===== src/rtl/bmdma_pkg.sv =====
package bmdma_pkg;

  typedef enum logic [1:0] {
    SZ_BYTE = 2'd0,
    SZ_HALF = 2'd1,
    SZ_WORD = 2'd2,
    SZ_RSVD = 2'd3
  } acc_size_e;

  localparam int unsigned CH_SPAN = 8;

  // data mask for an access of the given size (reserved treated as 32-bit)
  function automatic logic [31:0] width_mask(input logic [1:0] sz);
    case (sz)
      SZ_BYTE: width_mask = 32'h0000_00FF;
      SZ_HALF: width_mask = 32'h0000_FFFF;
      default: width_mask = 32'hFFFF_FFFF;
    endcase
  endfunction

  // byte enables of an access of the given size at lane 0
  function automatic logic [3:0] lane_base(input logic [1:0] sz);
    case (sz)
      SZ_BYTE: lane_base = 4'b0001;
      SZ_HALF: lane_base = 4'b0011;
      default: lane_base = 4'b1111;
    endcase
  endfunction

endpackage


===== src/rtl/bmdma_chan.sv =====
module bmdma_chan #(
  parameter logic [1:0] CAP_RST = 2'b00
) (
  input  logic        clk,
  input  logic        rst_n,
  input  logic        cmd_we,
  input  logic        sts_we,
  input  logic [3:0]  ptr_be,
  input  logic [7:0]  wbyte,
  input  logic [31:0] ptr_wdata,
  input  logic        eng_busy,
  input  logic        eng_err,
  input  logic        eng_irq,
  output logic [7:0]  cmd_q,
  output logic [7:0]  sts_q,
  output logic [31:0] ptr_q
);

  logic       start_q, start_d;
  logic       dir_q, dir_d;
  logic       act_q, act_d;
  logic       err_q, err_d;
  logic       irq_q, irq_d;
  logic [1:0] cap_q, cap_d;
  logic       cmd_en, cap_en, flag_en;
  logic       unused_wbits;

  assign unused_wbits = ^{wbyte[7], wbyte[4], wbyte[2:1]} ^ ^{wbyte[6:5]};

  // next-state logic
  always_comb begin
    start_d = start_q;
    dir_d   = dir_q;
    if (cmd_we) begin
      start_d = wbyte[0];
      if (!start_q) dir_d = wbyte[3];
    end
    cap_d = cap_q;
    err_d = err_q;
    irq_d = irq_q;
    if (sts_we) begin
      cap_d = wbyte[6:5];
      if (wbyte[1]) err_d = 1'b0;
      if (wbyte[2]) irq_d = 1'b0;
    end
    if (eng_err) err_d = 1'b1;
    if (eng_irq) irq_d = 1'b1;
    act_d = eng_busy;
  end

  assign cmd_en  = cmd_we;
  assign cap_en  = sts_we;
  assign flag_en = sts_we | eng_err | eng_irq;

  always_ff @(posedge clk or negedge rst_n) begin
    if (!rst_n) begin
      start_q <= 1'b0;
      dir_q   <= 1'b0;
    end else if (cmd_en) begin
      start_q <= start_d;
      dir_q   <= dir_d;
    end
  end

  always_ff @(posedge clk or negedge rst_n) begin
    if (!rst_n)      cap_q <= CAP_RST;
    else if (cap_en) cap_q <= cap_d;
  end

  always_ff @(posedge clk or negedge rst_n) begin
    if (!rst_n) begin
      err_q <= 1'b0;
      irq_q <= 1'b0;
    end else if (flag_en) begin
      err_q <= err_d;
      irq_q <= irq_d;
    end
  end

  always_ff @(posedge clk or negedge rst_n) begin
    if (!rst_n) act_q <= 1'b0;
    else        act_q <= act_d;
  end

  // descriptor pointer, one register per byte lane; bits 1:0 not stored
  genvar b;
  generate
    for (b = 0; b < 4; b++) begin : g_lane
      if (b == 0) begin : g_low
        logic [7:2] lo_q;
        always_ff @(posedge clk or negedge rst_n) begin
          if (!rst_n)         lo_q <= '0;
          else if (ptr_be[0]) lo_q <= ptr_wdata[7:2];
        end
        assign ptr_q[7:0] = {lo_q, 2'b00};
      end else begin : g_full
        logic [7:0] by_q;
        always_ff @(posedge clk or negedge rst_n) begin
          if (!rst_n)         by_q <= '0;
          else if (ptr_be[b]) by_q <= ptr_wdata[b*8 +: 8];
        end
        assign ptr_q[b*8 +: 8] = by_q;
      end
    end
  endgenerate

  logic unused_plow;
  assign unused_plow = ^ptr_wdata[1:0];

  assign cmd_q = {4'b0000, dir_q, 2'b00, start_q};
  assign sts_q = {1'b0, cap_q, 2'b00, irq_q, err_q, act_q};

  // assertions
  p_busy_mirror_r7: assert property (@(posedge clk) disable iff (!rst_n)
    $past(rst_n) |-> (sts_q[0] == $past(eng_busy)));
  p_err_set_wins_r7: assert property (@(posedge clk) disable iff (!rst_n)
    ($past(rst_n) && $past(eng_err)) |-> sts_q[1]);
  p_irq_set_wins_r7: assert property (@(posedge clk) disable iff (!rst_n)
    ($past(rst_n) && $past(eng_irq)) |-> sts_q[2]);
  p_dir_frozen_r6: assert property (@(posedge clk) disable iff (!rst_n)
    ($past(rst_n) && $past(start_q)) |-> (dir_q == $past(dir_q)));
  p_zero_bits_r5: assert property (@(posedge clk) disable iff (!rst_n)
    (sts_q[7] == 1'b0) && (sts_q[4:3] == 2'b00) && (cmd_q[7:4] == 4'h0) && (cmd_q[2:1] == 2'b00));
  p_ptr_align_r8: assert property (@(posedge clk) disable iff (!rst_n)
    ptr_q[1:0] == 2'b00);

endmodule


===== src/rtl/bmdma_rdmux.sv =====
module bmdma_rdmux
  import bmdma_pkg::*;
#(
  parameter int unsigned NUM_CH = 2,
  localparam int unsigned AW  = $clog2(NUM_CH) + 3,
  localparam int unsigned CHW = AW - 3
) (
  input  logic [AW-1:0]            addr,
  input  logic [1:0]               size,
  input  logic                     rd,
  input  logic [NUM_CH-1:0][7:0]   cmd_all,
  input  logic [NUM_CH-1:0][7:0]   sts_all,
  input  logic [NUM_CH-1:0][31:0]  ptr_all,
  output logic [31:0]              rdata
);

  logic [CHW-1:0] ch;
  logic [1:0]     lane;

  assign ch   = addr[AW-1:3];
  assign lane = addr[1:0];

  always_comb begin
    rdata = '0;
    if (rd) begin
      if (!addr[2]) begin
        if (size != SZ_BYTE) begin
          rdata = width_mask(size);
        end else begin
          case (lane)
            2'd0:    rdata = {24'h0, cmd_all[ch]};
            2'd2:    rdata = {24'h0, sts_all[ch]};
            default: rdata = 32'h0000_00FF;
          endcase
        end
      end else begin
        rdata = (ptr_all[ch] >> {lane, 3'b000}) & width_mask(size);
      end
    end
  end

endmodule


===== src/rtl/bmdma_regwin.sv =====
module bmdma_regwin
  import bmdma_pkg::*;
#(
  parameter int unsigned NUM_CH  = 2,
  parameter logic [1:0]  CAP_RST = 2'b00,
  localparam int unsigned AW  = $clog2(NUM_CH) + 3,
  localparam int unsigned CHW = AW - 3
) (
  input  logic                 clk,
  input  logic                 rst_n,
  input  logic [AW-1:0]        bus_addr,
  input  logic [1:0]           bus_size,
  input  logic                 bus_rd,
  input  logic                 bus_wr,
  input  logic [31:0]          bus_wdata,
  output logic [31:0]          bus_rdata,
  input  logic [NUM_CH-1:0]    eng_busy,
  input  logic [NUM_CH-1:0]    eng_err,
  input  logic [NUM_CH-1:0]    eng_irq,
  output logic [NUM_CH-1:0]    xfer_start,
  output logic [NUM_CH-1:0]    xfer_to_mem,
  output logic [NUM_CH*32-1:0] table_ptr
);

  logic [NUM_CH-1:0][7:0]  cmd_all;
  logic [NUM_CH-1:0][7:0]  sts_all;
  logic [NUM_CH-1:0][31:0] ptr_all;

  logic [CHW-1:0] ch_sel;
  logic [1:0]     lane;
  logic           byte_acc;
  logic           port_wr_cmd, port_wr_sts, ptr_wr;
  logic [6:0]     be_wide;
  logic [3:0]     ptr_be;
  logic [31:0]    wdata_sh;

  assign ch_sel   = bus_addr[AW-1:3];
  assign lane     = bus_addr[1:0];
  assign byte_acc = (bus_size == SZ_BYTE);

  // command/status port accepts byte writes only
  assign port_wr_cmd = bus_wr && !bus_addr[2] && byte_acc && (lane == 2'd0);
  assign port_wr_sts = bus_wr && !bus_addr[2] && byte_acc && (lane == 2'd2);
  assign ptr_wr      = bus_wr && bus_addr[2];

  assign be_wide  = {3'b000, lane_base(bus_size)} << lane;
  assign ptr_be   = ptr_wr ? be_wide[3:0] : 4'b0000;
  assign wdata_sh = bus_wdata << {lane, 3'b000};

  genvar i;
  generate
    for (i = 0; i < NUM_CH; i++) begin : g_ch
      logic hit;
      assign hit = (ch_sel == CHW'(i));

      bmdma_chan #(.CAP_RST(CAP_RST)) u_chan (
        .clk       (clk),
        .rst_n     (rst_n),
        .cmd_we    (port_wr_cmd && hit),
        .sts_we    (port_wr_sts && hit),
        .ptr_be    (hit ? ptr_be : 4'b0000),
        .wbyte     (bus_wdata[7:0]),
        .ptr_wdata (wdata_sh),
        .eng_busy  (eng_busy[i]),
        .eng_err   (eng_err[i]),
        .eng_irq   (eng_irq[i]),
        .cmd_q     (cmd_all[i]),
        .sts_q     (sts_all[i]),
        .ptr_q     (ptr_all[i])
      );

      assign xfer_start[i]           = cmd_all[i][0];
      assign xfer_to_mem[i]          = cmd_all[i][3];
      assign table_ptr[i*32 +: 32]   = ptr_all[i];
    end
  endgenerate

  bmdma_rdmux #(.NUM_CH(NUM_CH)) u_rdmux (
    .addr    (bus_addr),
    .size    (bus_size),
    .rd      (bus_rd),
    .cmd_all (cmd_all),
    .sts_all (sts_all),
    .ptr_all (ptr_all),
    .rdata   (bus_rdata)
  );

  // assertions
  p_half_read_ones_r2: assert property (@(posedge clk) disable iff (!rst_n)
    (bus_rd && !bus_addr[2] && bus_size == SZ_HALF) |-> (bus_rdata == 32'h0000_FFFF));
  p_word_read_ones_r2: assert property (@(posedge clk) disable iff (!rst_n)
    (bus_rd && !bus_addr[2] && bus_size == SZ_WORD) |-> (bus_rdata == 32'hFFFF_FFFF));
  p_wide_write_ignored_r3: assert property (@(posedge clk) disable iff (!rst_n)
    ($past(rst_n) && $past(bus_wr && !bus_addr[2] && bus_size != SZ_BYTE))
      |-> ($stable(cmd_all) && $stable(xfer_to_mem)));
  p_idle_read_zero_r1: assert property (@(posedge clk) disable iff (!rst_n)
    !bus_rd |-> (bus_rdata == 32'h0));

endmodule


===== config.mk =====
export PLATFORM = sky130hd
export DESIGN_NAME = bmdma_regwin
export DESIGN_NICKNAME = d
export VERILOG_FILES = /design/src/rtl/bmdma_pkg.sv /design/src/rtl/bmdma_chan.sv /design/src/rtl/bmdma_rdmux.sv /design/src/rtl/bmdma_regwin.sv
export SDC_FILE = /design/constraint.sdc
export NUM_CORES = 1
export LEC_CHECK = 0
export BUFFER_PORTS_ARGS = -buffer_cell sky130_fd_sc_hd__buf_2
export CORE_ASPECT_RATIO = 0.75
export CORE_MARGIN = 2
export CORE_UTILIZATION = 40
export DETAILED_ROUTE_END_ITERATION = 16
export PLACE_DENSITY = 0.74
export SYNTH_ARGS = -nofsm -noshare
export SYNTH_HDL_FRONTEND = slang
export SYNTH_SLANG_ARGS = --single-unit

===== constraint.sdc =====
create_clock -name clk -period 1.35 [get_ports clk]
set_input_delay 0.2025 -clock clk [delete_from_list [all_inputs] [get_ports clk]]
set_output_delay 0.2025 -clock clk [all_outputs]
set_load 0.01 [all_outputs]

---- Yosys cells after proc, flatten, opt, wreduce, memory -nomap -nowiden ----
Index checks and enable logic that the tools add are counted.
word-level totals
  register bits after elaboration ......... 74
  input bits .............................. 48
  output and inout bits ................... 100
  logic and storage cells ................. 88
operators by class
  magnitude comparators ................... 1
  eq/ne operators ......................... 2
  shift operators ......................... 3
  muxes and demuxes ....................... 27
  bitwise operators ....................... 8
  reductions and logical operators ........ 27
operator list
  cell                                                 count
  two-way mux 32 bit                                   7
  case mux 32 bit (2 select lines)                     1
  AND 32 bit                                           1
  left shift 32 x 5 -> 32 bit                          1
  >> shifter 32 x 5 -> 32 bit                          1
  nonzero test 2 bit                                   9
  two-way mux 4 bit                                    4
  two-way mux 8 bit                                    2
  case mux 8 bit (2 select lines)                      1
  AND reduction 3 bit                                  4
  two-way mux 1 bit                                    10
  logical AND 1 bit                                    9
  case mux 4 bit (2 select lines)                      1
  two-way mux 7 bit                                    1
  logical NOT 2 bit                                    2
  OR 1 bit                                             4
  AND reduction 2 bit                                  2
  left shift 4 x 2 -> 4 bit                            1
  inverter 1 bit                                       3
  == test 2 x 1 -> 1 bit (second input constant)       1
  == test 2 bit (second input constant)                1
  < comparator 1 x 2 -> 1 bit (second input constant)  1
  logical NOT 1 bit                                    1

---- Depth between registers and ports, before layout ----
  depth in word-level cells ............... 8
  mapped depth ............................ 7
  mapped depth without buffers ............ 4

---- By module ----
A second synthesis with hierarchy kept.
unflattened totals
  cells, all modules ...................... 432
  area total of the unflattened synthesis .. 5,422.7 um^2
modules (own cells, without submodules)
  module        times used  cells an instance  area each (um^2)  sequential area each (um^2)
  bmdma_chan    2           97                 1,630.3           925.9
  bmdma_rdmux   1           148                1,453.9           0.0
  bmdma_regwin  1           90                 708.2             0.0

---- Worst setup path before layout ----
No wires, ideal clock.
  kind .................................... input to register
  start point ............................. input bus_addr[2]
  end point ............................... register g_ch[1].u_chan.cap_q[0]
  setup time .............................. 0.125 ns
  arrival ................................. 1.484 ns
  data required time ...................... 1.225 ns
  setup slack ............................. -0.259 ns
  stages on the path ...................... 4
  path buffers ............................ 1
  cell sequence ........................... buf_2 or4_4 nor2_1 mux2_2
between the ends
  longest elaborated chain between the ends .. 5
RTL lines
  what                            RTL line            RTL
  start: declaration              bmdma_regwin.sv:11  input logic [AW-1:0] bus_addr,
  logical NOT 1 bit               --
  logical AND 1 bit (3 in a row)  bmdma_regwin.sv:43  assign port_wr_sts = bus_wr && !bus_addr[2] && byte_acc && (lane == 2'd2);
  logical AND 1 bit               bmdma_regwin.sv:60  .sts_we (port_wr_sts && hit),
  end signal: assignment          bmdma_chan.sv:67    else if (cap_en) cap_q <= cap_d;
  end: declaration                bmdma_chan.sv:24    logic [1:0] cap_q, cap_d;
Every way passes these cells.
A chain may end at the register's enable or synchronous reset.

---- Worst setup path after layout ----
  start point ............................. register g_ch[0].u_chan.g_lane[3].g_full.by_q[2]
  end point ............................... output bus_rdata[2]
between the ends
  longest elaborated chain between the ends .. 6
RTL lines
  what                                                   RTL line            RTL
  start: declaration                                     bmdma_chan.sv:97    logic [7:0] by_q;
  start signal: assignment                               bmdma_chan.sv:100   else if (ptr_be[b]) by_q <= ptr_wdata[b*8 +: 8];
  two-way mux 32 bit (not written as such) (2 in a row)  bmdma_rdmux.sv:37   rdata = (ptr_all[ch] >> {lane, 3'b000}) & width_mask(size);
  >> shifter 32 x 5 -> 32 bit                            bmdma_rdmux.sv:37
  AND 32 bit                                             bmdma_rdmux.sv:37
  two-way mux 32 bit                                     bmdma_rdmux.sv:26   if (!addr[2]) begin
  two-way mux 32 bit                                     bmdma_rdmux.sv:25   if (rd) begin
  end: declaration                                       bmdma_regwin.sv:16  output logic [31:0] bus_rdata,
Every way passes these cells. The select of a mux whose other input is x is not followed.

==> qor.yml <==
outcome:
  outcome: "finished with violations"
  violations: "negative setup slack"
clock_tree:
  cts_tree: "built"
  path_clk_slew_ns: 0.06
  cts_htree_levels: 3
  cts_made_buffers: 9
  numClockSinks: 74
  clock_path_buffers: 2
  insertion_delay_ns: 0.34
  root_buffer: "clkbuf_16"
die:
  coreArea_sq_um: 10900
  start_util_pct: 41.0
  dieArea_sq_um: 12000
  dieWidth_microns: 126
  io_pins: 148
  row_count: 33
  die_h_microns: 95.5
pwr:
  powerDensity_nw_per_um2: 1260
  irDropWorstVdd_v: 0.000929
  p_leak_nw: 3.68
worst_setup_path:
  arrival_ns: 1.69
  cp_max_fo: 2
  critPathTopFamily: "multiplexers"
  cp_slowest_stage_delay_ns: 0.50
  path_buf_inv: 1
  endpoint_kind: "output port"
  required_ns: 1.15
  crit_type: "flop to output port"
  crit_chain: "mux4_2 -> o2111a_1 -> buf_2"
  cpMaxStageDelayCell: "mux4_2"
  cp-start-kind: "flop"
finish:
  multiInputGateArea_sq_um: 2860
  area_growth_pct: 68.9
  fin_area_sq_um: 7550
  n_antenna_cell: 0
  fillers: 782
  drive_above_1_share_pct: 63.2
  final_core_util_pct: 69.2
  fin_nets: 779
  register_area_sq_um: 1850
logic_synthesis:
  syn-cell-area_sq_um: 4470
  synth_cells: 443
  synth_top_area_share_pct: 41.4
  synth_edf_count: 0
  synth_area_leaders: "dfrtp_1 (41%), mux2_2 (15%), mux2i_1 (7.8%)"
  yosysTopAreaCell: "dfrtp_1"
  yosysMostFrequentCell: "dfrtp_1"
  syn_avg_cell_area_sq_um: 10.1
  yosysWarningCount: 0
  ys_seq_area_share_pct: 41.4
  async_flop_share_pct: 100
  yosys.cell_types.count: 46
  yosys-top-cells-count: "dfrtp_1 (74), mux2_2 (59), nand2_1 (51)"
  ys_ff_latch: 74
  ys.flop_type: "dfrtp_1"
grt:
  grt_pass1_vias: 4913
  grt_max_degree: 75
  grt_pass1_wl_mm: 26.9
  track_usage_pct: 29.5
  antenna_found_initial: 1
  gr-total-overflow: 0
sta:
  fin_crit_sh_pct: 140
  fin_skew_ns: 0.000265
  finalSetupViolCount: 36
  fin_crit_ns: 1.89
  final_hold_viol_count: 0
  final_max_slew_viol_count: 0
  rsz0062_at_grt: "yes"
  setup_slack_ns: -0.540
  fmax_mhz: 529
detailed_routing:
  routedWlPerCell_microns: 21.0
  ant_nets: 0
  wirelength_mm: 18.4
  via_count: 4939
  firstDrtPassIters: 5
  initialDrtViolationCount: 340
  drc: 0
  vias_per_cell: 5.64
hold_path:
  holdCritPathClass: "primary input to flop"
place:
  dpl.hpwl_mm: 13.2
  io_buffers: 143
  place.gp.congestion: 0.985
  dpl_cell_area_sq_um: 6440
flow_run:
  maxCapViolCount: 0
where the power goes:
part,total (mW),internal [mW],switching [mW]
logic,4.28,2.35,1.92
clock network,2.20,1.29,0.915
registers,3.04,2.67,0.368
layer usage:
layer | vias to the layer above | track usage (%) | share of wire [%]
met5 | - | 0 | 0.071
met2 | 247 | 47.7 | 48
met1 | 2461 | 38.7 | 41
li1 | 2179 | - | -
met4 | 2 | 13.2 | 3.1
met3 | 50 | 5.89 | 7.9
through the flow:
step	hold WS (ns)	TNS (ns)	setup slack (ns)	power, mW	std cells
floorplan	-0.0931	-1.55	-0.255	4.49	446
global placement	0.255	-26.81	-0.409	6.27	826
detailed placement	0.266	-28.61	-0.442	6.36	826
CTS	0.0344	-12.11	-0.521	9.01	863
global route	0.0468	-13.96	-0.553	9.91	876
finish	0.0395	-12.83	-0.540	9.51	876
kinds of logic (layout without fill, tap and decap cells):
kind of cell | Yosys count | count (layout) | synth area share [%]
and+or+nand+nor | 110 | 110 | 11.6
muxes | 101 | 101 | 26.2
DFF | 74 | 74 | 41.4
other | 1 | 4 | 0.0839
buffers and inverters | 45 | 335 | 5.18
AOI/OAI and AO/OA | 112 | 112 | 15.5
layout make-up:
| cell class | count | area share [%] |
|---|---|---|
| tap | 140 | 2.32 |
| inverter | 3 | 0.149 |
| timing repair buffer | 316 | 31.6 |
| multi-input combinational | 327 | 37.9 |
| clock inverter | 3 | 0.199 |
| sequential | 74 | 24.5 |
| clock buffer | 13 | 3.32 |
sequential cells by signal (all words and copies together) (netlist names):
register / cells
g_ch.u_chan.err_q: 2
g_ch.u_chan.cap_q: 4
g_ch.u_chan.start_q: 2
g_ch.u_chan.dir_q: 2
g_ch.u_chan.irq_q: 2
g_ch.u_chan.act_q: 2
g_ch.u_chan.g_lane.g_full.by_q: 48
g_ch.u_chan.g_lane.g_low.lo_q: 12
worst reg2reg max path, stage by stage (launching register included):
cell and delay (ns):
dfrtp_1 0.37, buf_4 0.14, nor3_1 0.21, mux2_2 0.35
placed cells by master (no fill, tap or decap), drive strengths merged, types with 4 or more instances in the layout:
cell type  count
nor2          35
mux4           7
clkbuf        14
a31oi          5
buf          312
mux2          59
a21o           4
a22oi          4
dfrtp         74
a21oi         37
conb           4
a211o          4
a22o           8
o21ai         32
nand2         51
mux2i         35
worst paths after layout:
check	from	to	slack (ns)	cells after the start
hold reg to reg	g_ch[0].u_chan.err_q	g_ch[0].u_chan.err_q	0.48	1
max in group asynchronous	rst_n	g_ch[1].u_chan.g_lane[3].g_full.by_q[0]	0.60	3
setup reg to reg	g_ch[0].u_chan.start_q	g_ch[0].u_chan.dir_q	0.17	3
min in group asynchronous	rst_n	g_ch[0].u_chan.g_lane[0].g_low.lo_q[4]	0.42	3
setup / recovery	g_ch[0].u_chan.g_lane[3].g_full.by_q[2]	bus_rdata[2]	-0.54	3
hold / removal	eng_irq[1]	g_ch[1].u_chan.irq_q	0.04	2
repair_timing:
action | in CTS | in global routing
hold buffers | 3 | 0
resized for setup | 62 | 67
endpoints found under the setup margin | 36 | 62
pin swaps | 39 | 27
gates cloned | 0 | 1
setup buffers | 22 | 17
endpoints found under the hold margin | 76 | 0
(Power assumes the default switching activity.)
